--- config.mk ---
export PLATFORM = sky130hd
export DESIGN_NAME = bcd2bin_conv
export DESIGN_NICKNAME = d
export VERILOG_FILES = /design/src/rtl/bcd2bin_pkg.sv /design/src/rtl/bcd2bin_comb.sv /design/src/rtl/bcd2bin_ctrl.sv /design/src/rtl/bcd2bin_dp.sv /design/src/rtl/bcd2bin_conv.sv
export SDC_FILE = /design/constraint.sdc
export NUM_CORES = 1
export LEC_CHECK = 0
export BUFFER_PORTS_ARGS = -buffer_cell sky130_fd_sc_hd__buf_2
export CORE_MARGIN = 2
export CORE_UTILIZATION = 45
export CTS_CLUSTER_SIZE = 25
export DETAILED_ROUTE_END_ITERATION = 8
export GPL_ROUTABILITY_DRIVEN = 0
export MAX_ROUTING_LAYER = met4
export PLACE_DENSITY = 0.74
export SETUP_SLACK_MARGIN = 0.3
export SLEW_MARGIN = 0
export SYNTH_ARGS = -nofsm -noshare
export SYNTH_HDL_FRONTEND = slang
export SYNTH_SLANG_ARGS = --single-unit
export TNS_END_PERCENT = 30
--- constraint.sdc ---
create_clock -name clk_i -period 2.4 [get_ports clk_i]
set_input_delay 0.24 -clock clk_i [delete_from_list [all_inputs] [get_ports clk_i]]
set_output_delay 0.24 -clock clk_i [all_outputs]
set_load 0.01 [all_outputs]
--- src/rtl/bcd2bin_pkg.sv ---
package bcd2bin_pkg;
  localparam int unsigned NIB_W = 4;

  typedef enum logic [1:0] {
    ST_IDLE = 2'd0,
    ST_RUN  = 2'd1,
    ST_FIN  = 2'd2
  } conv_state_e;

  function automatic logic nib_bad(input logic [NIB_W-1:0] nib);
    return nib > 4'd9;
  endfunction

  // correction applied after each right shift
  function automatic logic [NIB_W-1:0] nib_fix(input logic [NIB_W-1:0] nib);
    return (nib >= 4'd8) ? nib - 4'd3 : nib;
  endfunction
endpackage

--- src/rtl/bcd2bin_comb.sv ---
module bcd2bin_comb
  import bcd2bin_pkg::*;
#(
  parameter int unsigned DIGITS = 2,
  localparam int unsigned BCD_W = DIGITS * NIB_W,
  localparam int unsigned BIN_W = $clog2(10 ** DIGITS)
) (
  input  logic [BCD_W-1:0] bcd_i,
  output logic [BIN_W-1:0] bin_o,
  output logic             err_o
);
  logic [BIN_W-1:0] acc [DIGITS+1];
  logic [DIGITS-1:0] bad;

  assign acc[0] = '0;

  // Horner: acc = acc*10 + digit, most significant digit first
  for (genvar g = 0; g < DIGITS; g++) begin : g_dig
    localparam int unsigned POS = (DIGITS - 1 - g) * NIB_W;
    logic [NIB_W-1:0] dig;
    assign dig        = bcd_i[POS +: NIB_W];
    assign acc[g+1]   = (acc[g] << 3) + (acc[g] << 1) + BIN_W'(dig);
    assign bad[g]     = nib_bad(dig);
  end

  assign bin_o = acc[DIGITS];
  assign err_o = |bad;
endmodule

--- src/rtl/bcd2bin_ctrl.sv ---
module bcd2bin_ctrl
  import bcd2bin_pkg::*;
#(
  parameter int unsigned ITER = 7,
  localparam int unsigned CNT_W = $clog2(ITER + 1)
) (
  input  logic clk_i,
  input  logic rst_ni,
  input  logic start_i,
  output logic load_o,
  output logic shift_o,
  output logic last_o,
  output logic busy_o,
  output logic done_o
);
  conv_state_e state_q, state_d;
  logic [CNT_W-1:0] cnt_q, cnt_d;

  assign load_o  = (state_q == ST_IDLE) && start_i;
  assign shift_o = (state_q == ST_RUN);
  assign last_o  = shift_o && (cnt_q == CNT_W'(ITER - 1));
  assign busy_o  = (state_q != ST_IDLE);
  assign done_o  = (state_q == ST_FIN);

  always_comb begin
    state_d = state_q;
    cnt_d   = cnt_q;
    unique case (state_q)
      ST_IDLE: if (start_i) begin
        state_d = ST_RUN;
        cnt_d   = '0;
      end
      ST_RUN: begin
        cnt_d = cnt_q + 1'b1;
        if (last_o) state_d = ST_FIN;
      end
      ST_FIN:  state_d = ST_IDLE;
      default: state_d = ST_IDLE;
    endcase
  end

  always_ff @(posedge clk_i or negedge rst_ni) begin
    if (!rst_ni) begin
      state_q <= ST_IDLE;
      cnt_q   <= '0;
    end else begin
      state_q <= state_d;
      cnt_q   <= cnt_d;
    end
  end
endmodule

--- src/rtl/bcd2bin_dp.sv ---
module bcd2bin_dp
  import bcd2bin_pkg::*;
#(
  parameter int unsigned DIGITS = 2,
  localparam int unsigned BCD_W = DIGITS * NIB_W,
  localparam int unsigned BIN_W = $clog2(10 ** DIGITS)
) (
  input  logic             clk_i,
  input  logic             rst_ni,
  input  logic             load_i,
  input  logic             shift_i,
  input  logic             last_i,
  input  logic [BCD_W-1:0] bcd_i,
  output logic [BIN_W-1:0] res_o,
  output logic             err_o
);
  logic [BCD_W-1:0] dec_q, dec_sh, dec_fix;
  logic [BIN_W-1:0] bin_q, bin_d;
  logic [BIN_W-1:0] res_q;
  logic             err_cap_q, err_q;
  logic [DIGITS-1:0] in_bad;

  assign dec_sh = dec_q >> 1;
  assign bin_d  = {dec_q[0], bin_q[BIN_W-1:1]};

  for (genvar g = 0; g < DIGITS; g++) begin : g_nib
    assign dec_fix[g*NIB_W +: NIB_W] = nib_fix(dec_sh[g*NIB_W +: NIB_W]);
    assign in_bad[g]                 = nib_bad(bcd_i[g*NIB_W +: NIB_W]);
  end

  always_ff @(posedge clk_i or negedge rst_ni) begin
    if (!rst_ni) begin
      dec_q     <= '0;
      bin_q     <= '0;
      err_cap_q <= 1'b0;
    end else if (load_i) begin
      dec_q     <= bcd_i;
      bin_q     <= '0;
      err_cap_q <= |in_bad;
    end else if (shift_i) begin
      dec_q     <= dec_fix;
      bin_q     <= bin_d;
    end
  end

  // result registers move only on the final shift
  always_ff @(posedge clk_i or negedge rst_ni) begin
    if (!rst_ni) begin
      res_q <= '0;
      err_q <= 1'b0;
    end else if (last_i) begin
      res_q <= bin_d;
      err_q <= err_cap_q;
    end
  end

  assign res_o = res_q;
  assign err_o = err_q;
endmodule

--- src/rtl/bcd2bin_conv.sv ---
module bcd2bin_conv
  import bcd2bin_pkg::*;
#(
  parameter int unsigned DIGITS = 2,
  localparam int unsigned BCD_W = DIGITS * NIB_W,
  localparam int unsigned BIN_W = $clog2(10 ** DIGITS)
) (
  input  logic             clk_i,
  input  logic             rst_ni,
  input  logic [BCD_W-1:0] bcd_i,
  input  logic             start_i,
  output logic [BIN_W-1:0] comb_bin_o,
  output logic             comb_err_o,
  output logic             busy_o,
  output logic             done_o,
  output logic [BIN_W-1:0] seq_bin_o,
  output logic             seq_err_o
);
  logic load, shift, last;

  bcd2bin_comb #(.DIGITS(DIGITS)) u_comb (
    .bcd_i (bcd_i),
    .bin_o (comb_bin_o),
    .err_o (comb_err_o)
  );

  bcd2bin_ctrl #(.ITER(BIN_W)) u_ctrl (
    .clk_i   (clk_i),
    .rst_ni  (rst_ni),
    .start_i (start_i),
    .load_o  (load),
    .shift_o (shift),
    .last_o  (last),
    .busy_o  (busy_o),
    .done_o  (done_o)
  );

  bcd2bin_dp #(.DIGITS(DIGITS)) u_dp (
    .clk_i   (clk_i),
    .rst_ni  (rst_ni),
    .load_i  (load),
    .shift_i (shift),
    .last_i  (last),
    .bcd_i   (bcd_i),
    .res_o   (seq_bin_o),
    .err_o   (seq_err_o)
  );
endmodule

; After elaboration in Yosys (flattened, before gate mapping)
; Cells that the tools add are included.
[word_totals]
regBits = 29
latch_bits = 0
ram_bits = 0
rom_bits = 0
inputBits = 11
output_inout_bits = 18
n_memories = 0
[op_classes]
add_sub_neg = 5
multipliers = 0
div_mod_pow = 0
magnitude_cmp = 4
n_eq_ne = 5
shift = 0
muxes = 11
bitwise = 0
n_reduce_logical = 9
[op_table]
columns = operator, n
row1 = $mux 8, 2
row2 = $mux 7, 2
row3 = $gt 4x4->1 const B, 2
row4 = $mux 4, 2
row5 = $add 7x4->7, 1
row6 = $add 7x5->7, 1
row7 = $pmux 3 s2, 1
row8 = $reduce_bool 2->1, 3
row9 = $ge 3x4->1 const B, 1
row10 = $ge 4x4->1 const B, 1
row11 = $mux 2, 2
row12 = $ne 2x2->1 const B, 2
row13 = $pmux 2 s2, 1
row14 = $reduce_and 2->1, 2
row15 = $sub 3x2->4 const B, 1
row16 = $sub 4x2->4 const B, 1
row17 = $add 3x1->3 const B, 1
row18 = $eq 3x3->1 const B, 1
row19 = $mux 3, 1
row20 = $eq 2x1->1 const B, 1
row21 = $eq 2x2->1 const B, 1
row22 = $logic_and 1x1->1, 2
row23 = $logic_not 2->1, 1
row24 = $reduce_or 2->1, 1

; Depth between registers and ports, before layout
; Gate-level depths: netlist (run 1).
[depth]
word_depth = 4
ltp_mapped = 7
depth_no_buf = 7

; By module
; A second synthesis (run 1) with hierarchy kept.
[unflattened]
cells_unflattened = 130
hier_area_um2 = 1511.4
[modules_own_cells]
columns = module, n_inst, cells_each, area_each_um2, seq_area_each_um2
row1 = bcd2bin_dp, 1, 87, 1039.7, 575.6
row2 = bcd2bin_ctrl, 1, 23, 267.8, 125.1
row3 = bcd2bin_comb, 1, 20, 203.9, 0.0

; Worst setup path after synthesis (run 1)
; Ideal clock, no wire load.
[synth_timing]
kind = input to output
from = input port bcd_i[3]
to = output port comb_bin_o[6]
arrival_ns = 1.820
required_time_ns = 2.160
slack_ns = 0.340
path_stages = 7
n_path_buf = 0
path_cell_list = inv_1 > fa_1 > inv_1 > fa_1 > a21o_1 > a21oi_1 > xnor2_1
[synth_between]
elab_chain_cells = 1
[synth_rtl]
columns = item, line
row1 = from (decl), bcd2bin_conv.sv:10  ; input logic [BCD_W-1:0] bcd_i,
row2 = $add 7x4->7, bcd2bin_comb.sv:22  ; assign acc[g+1] = (acc[g] << 3) + (acc[g] << 1) + BIN_W'(dig);
row3 = to (decl), bcd2bin_conv.sv:12  ; output logic [BIN_W-1:0] comb_bin_o,
; Every way passes these cells.

; Final worst setup path (run 1)
[layout_timing]
from = input port bcd_i[6]
to = output port comb_bin_o[6]
[layout_between]
elab_chain_cells = 2
[layout_rtl]
columns = item, line
row1 = $add 7x5->7, bcd2bin_comb.sv:22
row2 = $add 7x4->7, bcd2bin_comb.sv:22
; Every way passes these cells.

==> results of run 1 <==
## flip-flops by register name, summed over array words and instances (netlist names)
signal	count
u_dp.dec_q	8
u_ctrl.state_q	2
u_dp.bin_q	6
u_dp.err_cap_q	1
u_ctrl.cnt_q	3
u_dp.res_o	7
u_dp.err_o	1
## critical path: cells and delay by family
family	cells	cell delay, ns
buf+inv	4	0.33
xor+xnor	1	0.13
fa+ha+maj	2	0.88
compound gates	2	0.29
## Yosys cell counts (2+ instances only)
| cell type | count | share of area [%] |
|---|---|---|
| sky130_fd_sc_hd__nor3b_1 | 3 | 1.5 |
| sky130_fd_sc_hd__nand2_1 | 11 | 2.8 |
| sky130_fd_sc_hd__ha_1 | 11 | 9.3 |
| sky130_fd_sc_hd__a21o_1 | 2 | 1.0 |
| sky130_fd_sc_hd__nor2_1 | 4 | 1.0 |
| sky130_fd_sc_hd__buf_4 | 2 | 1.0 |
| sky130_fd_sc_hd__buf_2 | 3 | 1.0 |
| sky130_fd_sc_hd__a22o_1 | 6 | 3.5 |
| sky130_fd_sc_hd__fa_1 | 2 | 2.7 |
| sky130_fd_sc_hd__and2_1 | 3 | 1.3 |
| sky130_fd_sc_hd__mux2_2 | 8 | 6.1 |
| sky130_fd_sc_hd__inv_1 | 12 | 3.0 |
| sky130_fd_sc_hd__nor2b_1 | 4 | 1.7 |
| sky130_fd_sc_hd__a31oi_1 | 6 | 2.5 |
| sky130_fd_sc_hd__a21oi_1 | 8 | 2.7 |
| sky130_fd_sc_hd__xnor2_1 | 3 | 1.8 |
| sky130_fd_sc_hd__o21ai_0 | 9 | 3.0 |
| sky130_fd_sc_hd__xor2_1 | 2 | 1.2 |
| sky130_fd_sc_hd__dfrtp_1 | 28 | 47 |
## metrics by stage
step | setup WS [ns] | cell area [sq um] | hold slack, ns | power, uW
2_1_floorplan | 0.340 | 1490 | -0.0556 | 1340
3_3_place_gp | 0.119 | 1660 | 0.273 | 1520
3_5_place_dp | 0.0513 | 1660 | 0.288 | 1560
4_1_cts | 0.287 | 1750 | 0.222 | 1880
5_1_grt | 0.232 | 1760 | 0.233 | 2030
6_report | 0.288 | 1760 | 0.234 | 1860
## kinds of logic after synthesis
kind of cell             after synthesis  share of synthesized area (%)
AND/OR/NAND/NOR                       27                           9.92
flip-flops                            28                           47.1
adder cells (fa/ha/maj)               13                           11.9
AO/OA/AOI/OAI                         37                           16.1
multiplexers                           9                           6.73
XOR/XNOR                               5                           2.94
buffers and inverters                 18                           5.30
## final timing paths
check                             startpoint            end  slack (ns)  depth (start not counted)
max                                 bcd_i[6]  comb_bin_o[6]        0.29                          9
min                                 bcd_i[4]  u_dp.dec_q[4]        0.23                          3
max reg2reg                u_ctrl.state_q[0]  u_dp.res_o[2]        0.74                          3
min reg2reg                    u_dp.dec_q[6]  u_dp.dec_q[6]        0.50                          2
max in group asynchronous             rst_ni  u_dp.dec_q[7]        1.56                          2
min in group asynchronous             rst_ni  u_dp.res_o[1]        0.44                          2
## per-layer routing
metal  GRT usage (%)  share of wire [%]  wire [um]
met4            3.95                1.0         31
met1            22.4                 42       1250
met5               -                  0          0
met3            3.78                4.6        136
met2            31.9                 52       1560
## final cells by class
type                       instances  area [sq um]
tap                               44          55.1
inverter                          12          47.5
multi-input combinational         91           721
sequential                        28           701
clock inverter                     1          30.0
clock buffer                       3          22.5
fill                             283          1350
timing repair buffer              31           181
## what timing repair did
item,in CTS,in global routing
setup endpoints to repair,2,2
setup buffers,1,0
hold buffers,1,0
hold endpoints to repair,28,0
gates resized for setup,11,1
pin swaps,5,0
## power by group through the flow
stage | Sequential [uW] | Clock [uW] | Combinational (uW)
4_1_cts | 850 | 315 | 714
3_5_place_dp | 860 | 0 | 700
5_1_grt | 880 | 342 | 804
3_3_place_gp | 846 | 0 | 675
2_1_floorplan | 831 | 0 | 507
6_report | 848 | 306 | 710
==> impl_metrics.yaml, run 1 <==
power:
  total_switching_power_uw: 666
  power.leakage_uw: 0.000864
  power.share.combinational_pct: 38.1
  seqPwrFrac_pct: 45.5
  worst_ir_drop_vdd_v: 0.000439
  netSwitchingFraction_pct: 35.7
  power.density_nw_per_um2: 1060
  cellInternalPower_uw: 1200
  clock_power_share_pct: 16.4
detailed_routing:
  wire_per_inst_um: 14.2
  detailroute.via_count: 1104
  antenna_violating_nets_post_route: 0
  detail_route.first_pass.iterations: 5
  routed_wirelength_mm: 2.98
  drt_iter0_markers: 38
  viasPerCell: 5.26
  drt_drc_violations_left: 0
logic_synthesis:
  synth-seq-cells: 28
  synth.avg_cell_area_sq_um: 10.9
  netlist-cell-type-count: 29
  mappedNetlistArea_sq_um: 1490
  ys.warnings.count: 0
  synth_fp_nets: 161
  synth_enable_flop_cells: 0
  synthCells: 137
  sequential_to_total_area_share_from_yosys_stat_pct: 47.1
  proportion_of_register_bits_with_asynchronous_set_or_reset_after_synthesis_pct: 100
  yosys_most_used_dff: "sky130_fd_sc_hd__dfrtp_1"
clock_network:
  clock_pin_slew_worst_setup_and_hold_paths_ns: 0.14
  tritoncts: "yes"
  clock_sink_count: 28
  cts-htree-levels: 1
  max-clock-path-buffers: 2
  cts_made_buffers: 3
  clock_insertion_delay_worst_skew_ns: 0.33
  cts-root-buf: "sky130_fd_sc_hd__clkbuf_4"
critical_path:
  critical_path.endpoint_type: "primary output"
  setup.worst_path.class: "in -> out"
  cp_data_required_time_ns: 2.16
  crit_path_start_kind: "primary input"
  timing.critical_path.arrival_ns: 1.87
  slowest_stage: "sky130_fd_sc_hd__fa_1"
  path_cells: "buf_8 > inv_4 > fa_1 > inv_2 > fa_2 > a21o_1 > a21oi_2 > xnor2_1 > buf_2"
  worst-path-max-fanout: 2
  timing.critical_path.slowest_cell_delay_ns: 0.54
global_routing:
  grt_pass1_wl_mm: 5.02
  globalRoute.totalOverflow: 0
  largest_net_degree_at_the_start_of_global_routing: 29
  antenna_found_initial: 0
  grt_pass1_vias: 1122
  gr-usage-all-layers_pct: 18.5
floorplanning:
  design.die.area_sq_um: 3780
  core_area_sq_um: 3100
  die_h_um: 61.5
  row_count: 20
  initial_utilization_pct: 47.9
  die_w_um: 61.5
  number_of_top_level_design_ports: 29
timing:
  timing.final.hold_violations: 0
  achievable-frequency_mhz: 474
  worst-slew-pin-transition_ns: 0.620
  finalWorstPathRequiredPeriod_ns: 2.11
  unrepaired_setup_endpoints_after_global_routing: "true"
  part_of_the_cycle_the_worst_path_needs_pct: 88.0
  setup_viol: 0
  setup_tns_ns: 0
  worst_clock_skew_ns: 0.00172
  worst_rel_slew_slack_pct: 58.7
  final_max_slew_viol_count: 0
status:
  status: "completed"
finish:
  most_common_cell_after_layout_fill_and_taps_aside: "sky130_fd_sc_hd__dfrtp_1"
  antenna-diode-count: 0
  drive_above_1_share_pct: 30.1
  final_core_util_pct: 56.7
  stdcell_count: 210
  final_net_count: 191
  area_delta_synth_final_pct: 18.2
  commonest_cells_after_routing_fill_and_taps_aside: "sky130_fd_sc_hd__dfrtp_1 (28), sky130_fd_sc_hd__buf_2 (26), sky130_fd_sc_hd__nand2_1 (11)"
placed_design:
  number_of_input_and_output_port_buffers_inserted: 28
  placed_instances: 204
  detailed_place_hpwl_mm: 2.12
flow_run:
  maxCapViolCount: 0
min_path:
  hold_path.class: "in -> reg"
No activity file was read; power rests on OpenSTA's default activity.
==> inputs of run 2 (changes only) <==
CORE_UTILIZATION = 54   (was 45)
PLACE_DENSITY = 0.85   (was 0.74)
==> run 2 against run 1 <==
Compared with the run above: worst hold slack worse by 0.0028 ns; routed wire length shrank 7.9%; first-iteration DRC count fell by 29%; clock power decreased by 40%; largest cell class unchanged; highest routed layer unchanged.
==> impl_metrics.yaml, run 2 (synthesized netlist as in run 1, its figures left out) <==
power:
  power.density_nw_per_um2: 1020
  worst_ir_drop_vdd_v: 0.000704
  power.leakage_uw: 0.000850
critical_path:
  critical_path.endpoint_type: "primary output"
  crit_path_start_kind: "primary input"
  worst-path-buf-inv: 4
  setup.worst_path.class: "in -> out"
  reg2regPathDepth: 3
  crit_family: "adder cells"
  cp_data_required_time_ns: 2.16
  r2r-start: "u_ctrl.state_q[0]"
  critical_path.startpoint: "bcd_i[6]"
  worst-path-max-fanout: 4
  worstSetupEndpoint: "comb_bin_o[6]"
  slowest_stage: "sky130_fd_sc_hd__fa_1"
  path_cells: "buf_6 > inv_2 > fa_1 > inv_2 > fa_2 > a21o_1 > a21oi_2 > xnor2_1 > buf_2"
  timing.critical_path.slowest_cell_delay_ns: 0.54
  timing.critical_path.arrival_ns: 1.85
  cp.depth: 9
  crit_path_frequent_cell: "sky130_fd_sc_hd__inv_2"
  crit-reg2reg-capture: "u_dp.res_o[1]"
  rrSetupSlack_ns: 0.78
floorplanning:
  number_of_top_level_design_ports: 29
  die_w_um: 56.5
  die_h_um: 56.5
  row_count: 19
  initial_utilization_pct: 55.4
  design.die.area_sq_um: 3190
  core_area_sq_um: 2690
timing:
  unrepaired_setup_endpoints_after_global_routing: "true"
  worst_clock_skew_ns: 0.00722
  part_of_the_cycle_the_worst_path_needs_pct: 87.0
  achievable-frequency_mhz: 479
  finalHoldWorstSlack_ns: 0.231
  setup_viol: 0
  timing.final.hold_violations: 0
  finalWorstPathRequiredPeriod_ns: 2.09
  final_max_slew_viol_count: 0
  worst-slew-pin-transition_ns: 0.601
  worst_rel_slew_slack_pct: 59.9
  setup_tns_ns: 0
finish:
  antenna-diode-count: 0
  final_net_count: 191
  area_delta_synth_final_pct: 14.4
  drive_above_1_share_pct: 28.5
  max_ffs_per_register: 8
  commonest_cells_after_routing_fill_and_taps_aside: "sky130_fd_sc_hd__dfrtp_1 (28), sky130_fd_sc_hd__buf_2 (26), sky130_fd_sc_hd__nand2_1 (11)"
  most_common_cell_after_layout_fill_and_taps_aside: "sky130_fd_sc_hd__dfrtp_1"
  max_flop_register: "u_dp.dec_q"
  fill_cells: 216
flow_run:
  maxCapViolCount: 0
global_routing:
  antenna_found_initial: 0
  grt_pass1_wl_mm: 4.97
  globalRoute.totalOverflow: 0
  gr-usage-all-layers_pct: 20.3
  largest_net_degree_at_the_start_of_global_routing: 29
  grt_pass1_vias: 1096
detailed_routing:
  routed_wirelength_mm: 2.75
  drt_iter0_markers: 27
  viasPerCell: 5.63
  antenna_violating_nets_post_route: 0
  detailroute.via_count: 1103
  drt_drc_violations_left: 0
  detail_route.first_pass.iterations: 4
  wire_per_inst_um: 14.0
clock_network:
  cts_made_buffers: 3
  cts-root-buf: "sky130_fd_sc_hd__clkbuf_4"
  clock_sink_count: 28
  max-clock-path-buffers: 2
  cts-htree-levels: 1
  clock_insertion_delay_worst_skew_ns: 0.32
  clock_pin_slew_worst_setup_and_hold_paths_ns: 0.13
  tritoncts: "yes"
placed_design:
  detailed_place_hpwl_mm: 2.07
  number_of_input_and_output_port_buffers_inserted: 28
min_path:
  worst_hold_startpoint: "bcd_i[6]"
  hold_path.class: "in -> reg"
status:
  status: "completed"
[run 2: cell count changes in the layout (fill, tap and decap cells not counted)]
| cell | before | now |
|---|---|---|
| sky130_fd_sc_hd__a21oi_2 | 2 | 1 |
| sky130_fd_sc_hd__buf_6 | 1 | 2 |
| sky130_fd_sc_hd__inv_1 | 9 | 10 |
| sky130_fd_sc_hd__a21oi_1 | 6 | 7 |
| sky130_fd_sc_hd__buf_8 | 1 | 0 |
| sky130_fd_sc_hd__inv_4 | 1 | 0 |
| sky130_fd_sc_hd__bufinv_16 | 1 | 0 |
[run 2: cell type report]
type,instances,area [sq um],area share (%)
Clock buffer,3,22.5,1.32
Multi-Input combinational cell,91,717,42.1
Timing Repair Buffer,31,178,10.4
Sequential cell,28,701,41.2
Inverter,12,45.0,2.65
Tap cell,31,38.8,2.28
[run 2: how the worst min path moves through the flow]
stage	slack, ns	to	cells past startpoint
after floorplan	-0.06	u_ctrl.cnt_q[0]	0
after global placement	0.27	u_dp.bin_q[2]	1
after detailed placement	0.28	u_dp.bin_q[3]	1
after CTS	0.23	u_dp.dec_q[2]	3
after global routing	0.22	u_dp.dec_q[2]	3
final	0.23	u_dp.dec_q[6]	3
[run 2: metrics by stage]
step	std cells	power (uW)	util (%)	setup slack, ns	area (sq um)
floorplan	137	1340	-	0.340	1490
global route	196	1900	63.3	0.213	1700
global placement	191	1510	61.1	0.130	1640
CTS	196	1750	63.3	0.312	1700
detailed placement	191	1560	61.1	0.0696	1640
finish	196	1730	63.3	0.311	1700
[run 2: worst min-delay path: stages]
cell and delay (ns):
sky130_fd_sc_hd__buf_6 0.08, sky130_fd_sc_hd__a31oi_1 0.07, sky130_fd_sc_hd__o21ai_0 0.12
[run 2: power by group]
| part | internal [uW] | switching, uW |
|---|---|---|
| clock network | 58.7 | 126 |
| logic | 356 | 345 |
| registers | 671 | 177 |
| total | 1090 | 648 |
[run 2: routing by layer]
metal / part of all wire (%) / wire length (um) / vias up / global-route usage (%)
met5: 0 / 0 / - / -
met4: 1.2 / 34 / 0 / 6.12
met3: 4.3 / 118 / 4 / 2.76
met2: 49 / 1340 / 31 / 31.6
met1: 46 / 1250 / 536 / 27.7
li1: - / - / 532 / -
[run 2: what timing repair did]
| item | CTS | global route |
|---|---|---|
| hold buffers | 1 | 0 |
| setup buffers | 1 | 0 |
| pin swaps | 5 | 0 |
| endpoints found under the setup margin | 2 | 2 |
| gates resized for setup | 7 | 0 |
| hold endpoints to repair | 28 | 0 |
==> inputs of run 3 (changes only) <==
==> constraint.sdc (replaced) <==
create_clock -name clk_i -period 2.37 [get_ports clk_i]
set_input_delay 0.1185 -clock clk_i [delete_from_list [all_inputs] [get_ports clk_i]]
set_output_delay 0.1185 -clock clk_i [all_outputs]
set_load 0.01 [all_outputs]
==> run 3 against run 2 <==
Compared with the run above: final cell count down 0.51%; critical path depth unchanged; sequential power up 1%; flip-flop and latch count unchanged; core utilization down 0.84 points; global-route usage down 0.50 points; routed wire length down 2.2%; clock power about the same; die area unchanged; worst hold slack worse by 0.12 ns; worst setup slack better by 0.12 ns; first-iteration DRC count down 3.7%; critical path type unchanged; critical endpoint unchanged; highest routed layer unchanged.
==> impl_metrics.yaml, run 3 (synthesized netlist as in run 1, its figures left out) <==
status:
  status: "completed"
detailed_routing:
  wire_per_inst_um: 13.8
  detail_route.first_pass.iterations: 4
  viasPerCell: 5.61
  detailroute.via_count: 1093
  drt_drc_violations_left: 0
  antenna_violating_nets_post_route: 0
  drt_iter0_markers: 26
  routed_wirelength_mm: 2.69
global_routing:
  gr-usage-all-layers_pct: 19.7
  largest_net_degree_at_the_start_of_global_routing: 29
  globalRoute.totalOverflow: 0
  grt_pass1_wl_mm: 4.85
  antenna_found_initial: 0
  grt_pass1_vias: 1087
floorplanning:
  die_w_um: 56.5
  row_count: 19
  initial_utilization_pct: 55.4
  die_h_um: 56.5
  number_of_top_level_design_ports: 29
  design.die.area_sq_um: 3190
  core_area_sq_um: 2690
min_path:
  hold_path.class: "in -> reg"
  worst_hold_path.num_cells: 3
clock_network:
  cts-root-buf: "sky130_fd_sc_hd__clkbuf_4"
  cts-htree-levels: 1
  tritoncts: "yes"
  clock_pin_slew_worst_setup_and_hold_paths_ns: 0.14
  clock_sink_count: 28
  clock_insertion_delay_worst_skew_ns: 0.32
  cts_made_buffers: 3
  max-clock-path-buffers: 2
timing:
  final_max_slew_viol_count: 0
  worst_rel_slew_slack_pct: 59.8
  worst-slew-pin-transition_ns: 0.603
  setup_tns_ns: 0
  part_of_the_cycle_the_worst_path_needs_pct: 81.9
  finalHoldWorstSlack_ns: 0.110
  timing.final.hold_violations: 0
  finalWorstPathRequiredPeriod_ns: 1.94
  setup_viol: 0
  unrepaired_setup_endpoints_after_global_routing: "false"
  achievable-frequency_mhz: 515
  worst_clock_skew_ns: 0.00737
  setup_ws_ns: 0.430
power:
  clock_power_share_pct: 10.7
  power.share.combinational_pct: 40.2
  seqPwrFrac_pct: 49.1
  post-layout-total-power_uw: 1750
  cellInternalPower_uw: 1090
  worst_ir_drop_vdd_v: 0.000714
  total_switching_power_uw: 654
  netSwitchingFraction_pct: 37.4
  power.leakage_uw: 0.000844
  power.density_nw_per_um2: 1040
finish:
  stdcell_count: 195
  max_flop_register: "u_dp.dec_q"
  final_net_count: 190
  antenna-diode-count: 0
  drive_above_1_share_pct: 26.2
  commonest_cells_after_routing_fill_and_taps_aside: "sky130_fd_sc_hd__buf_2 (28), sky130_fd_sc_hd__dfrtp_1 (28), sky130_fd_sc_hd__inv_1 (12)"
  ff_latch_area_sq_um: 701
  area_delta_synth_final_pct: 12.9
  max_ffs_per_register: 8
  area_taken_by_multi_input_logic_gates_sq_um: 714
  fill_cells: 223
placed_design:
  place_worst_setup_slack_ns: 0.283
  number_of_input_and_output_port_buffers_inserted: 28
  placed_instances: 191
  detailed_place_hpwl_mm: 2.07
critical_path:
  reg2regPathDepth: 3
  crit_path_start_kind: "primary input"
  setup.worst_path.class: "in -> out"
  cp_data_required_time_ns: 2.25
  timing.critical_path.arrival_ns: 1.82
  worst-path-max-fanout: 3
  critical_path.endpoint_type: "primary output"
flow_run:
  maxCapViolCount: 0
run 3: cell count changes in the layout (fill, tap and decap cells not counted), sizes merged:
cell	delta
buf	-1
run 3: final timing paths:
check / startpoint / to / slack (ns)
min reg2reg: u_dp.dec_q[6] / u_dp.dec_q[6] / 0.49
max in group asynchronous: rst_ni / u_dp.dec_q[4] / 1.65
min: bcd_i[2] / u_dp.dec_q[2] / 0.11
max: bcd_i[3] / comb_bin_o[6] / 0.43
min in group asynchronous: rst_ni / u_ctrl.cnt_q[2] / 0.32
max reg2reg: u_ctrl.state_q[0] / u_dp.res_o[1] / 0.75
run 3: metrics by stage:
stage / util [%] / cell area [sq um]
2_1_floorplan: - / 1490
3_3_place_gp: 61.1 / 1640
3_5_place_dp: 61.1 / 1640
4_1_cts: 62.4 / 1680
5_1_grt: 62.5 / 1680
6_report: 62.5 / 1680
run 3: repair_timing:
action / CTS / global route
setup buffers: 0 / 0
resized for setup: 1 / 1
endpoints found under the setup margin: 1 / 1
hold buffers: 1 / 0
pin swaps: 0 / 1
hold endpoints to repair: 28 / 0
run 3: final cells by class:
type / instances / share of cell area (%)
multi-input combinational: 91 / 42.5
sequential: 28 / 41.7
timing repair buffer: 30 / 9.39
inverter: 12 / 2.68
tap: 31 / 2.31
clock buffer: 3 / 1.34
run 3: power groups by stage:
stage	logic (uW)	clock network (uW)	registers [uW]
2_1_floorplan	513	0	841
3_3_place_gp	678	0	856
3_5_place_dp	705	0	871
4_1_cts	712	193	861
5_1_grt	801	217	895
6_report	703	187	859
run 3: critical path, cell delays in order:
cell,delay (ns)
sky130_fd_sc_hd__buf_2,0.10
sky130_fd_sc_hd__inv_1,0.05
sky130_fd_sc_hd__fa_1,0.52
sky130_fd_sc_hd__inv_1,0.06
sky130_fd_sc_hd__fa_2,0.35
sky130_fd_sc_hd__a21o_1,0.20
sky130_fd_sc_hd__a21oi_2,0.14
sky130_fd_sc_hd__xnor2_1,0.12
sky130_fd_sc_hd__buf_2,0.14
run 3: layer usage:
metal / vias to the layer above / GRT usage [%] / wire [um]
met5: - / - / 0
met1: 531 / 27.0 / 1230
met2: 29 / 31.2 / 1340
met3: 2 / 2.76 / 95
li1: 531 / - / -
met4: 0 / 5.10 / 12
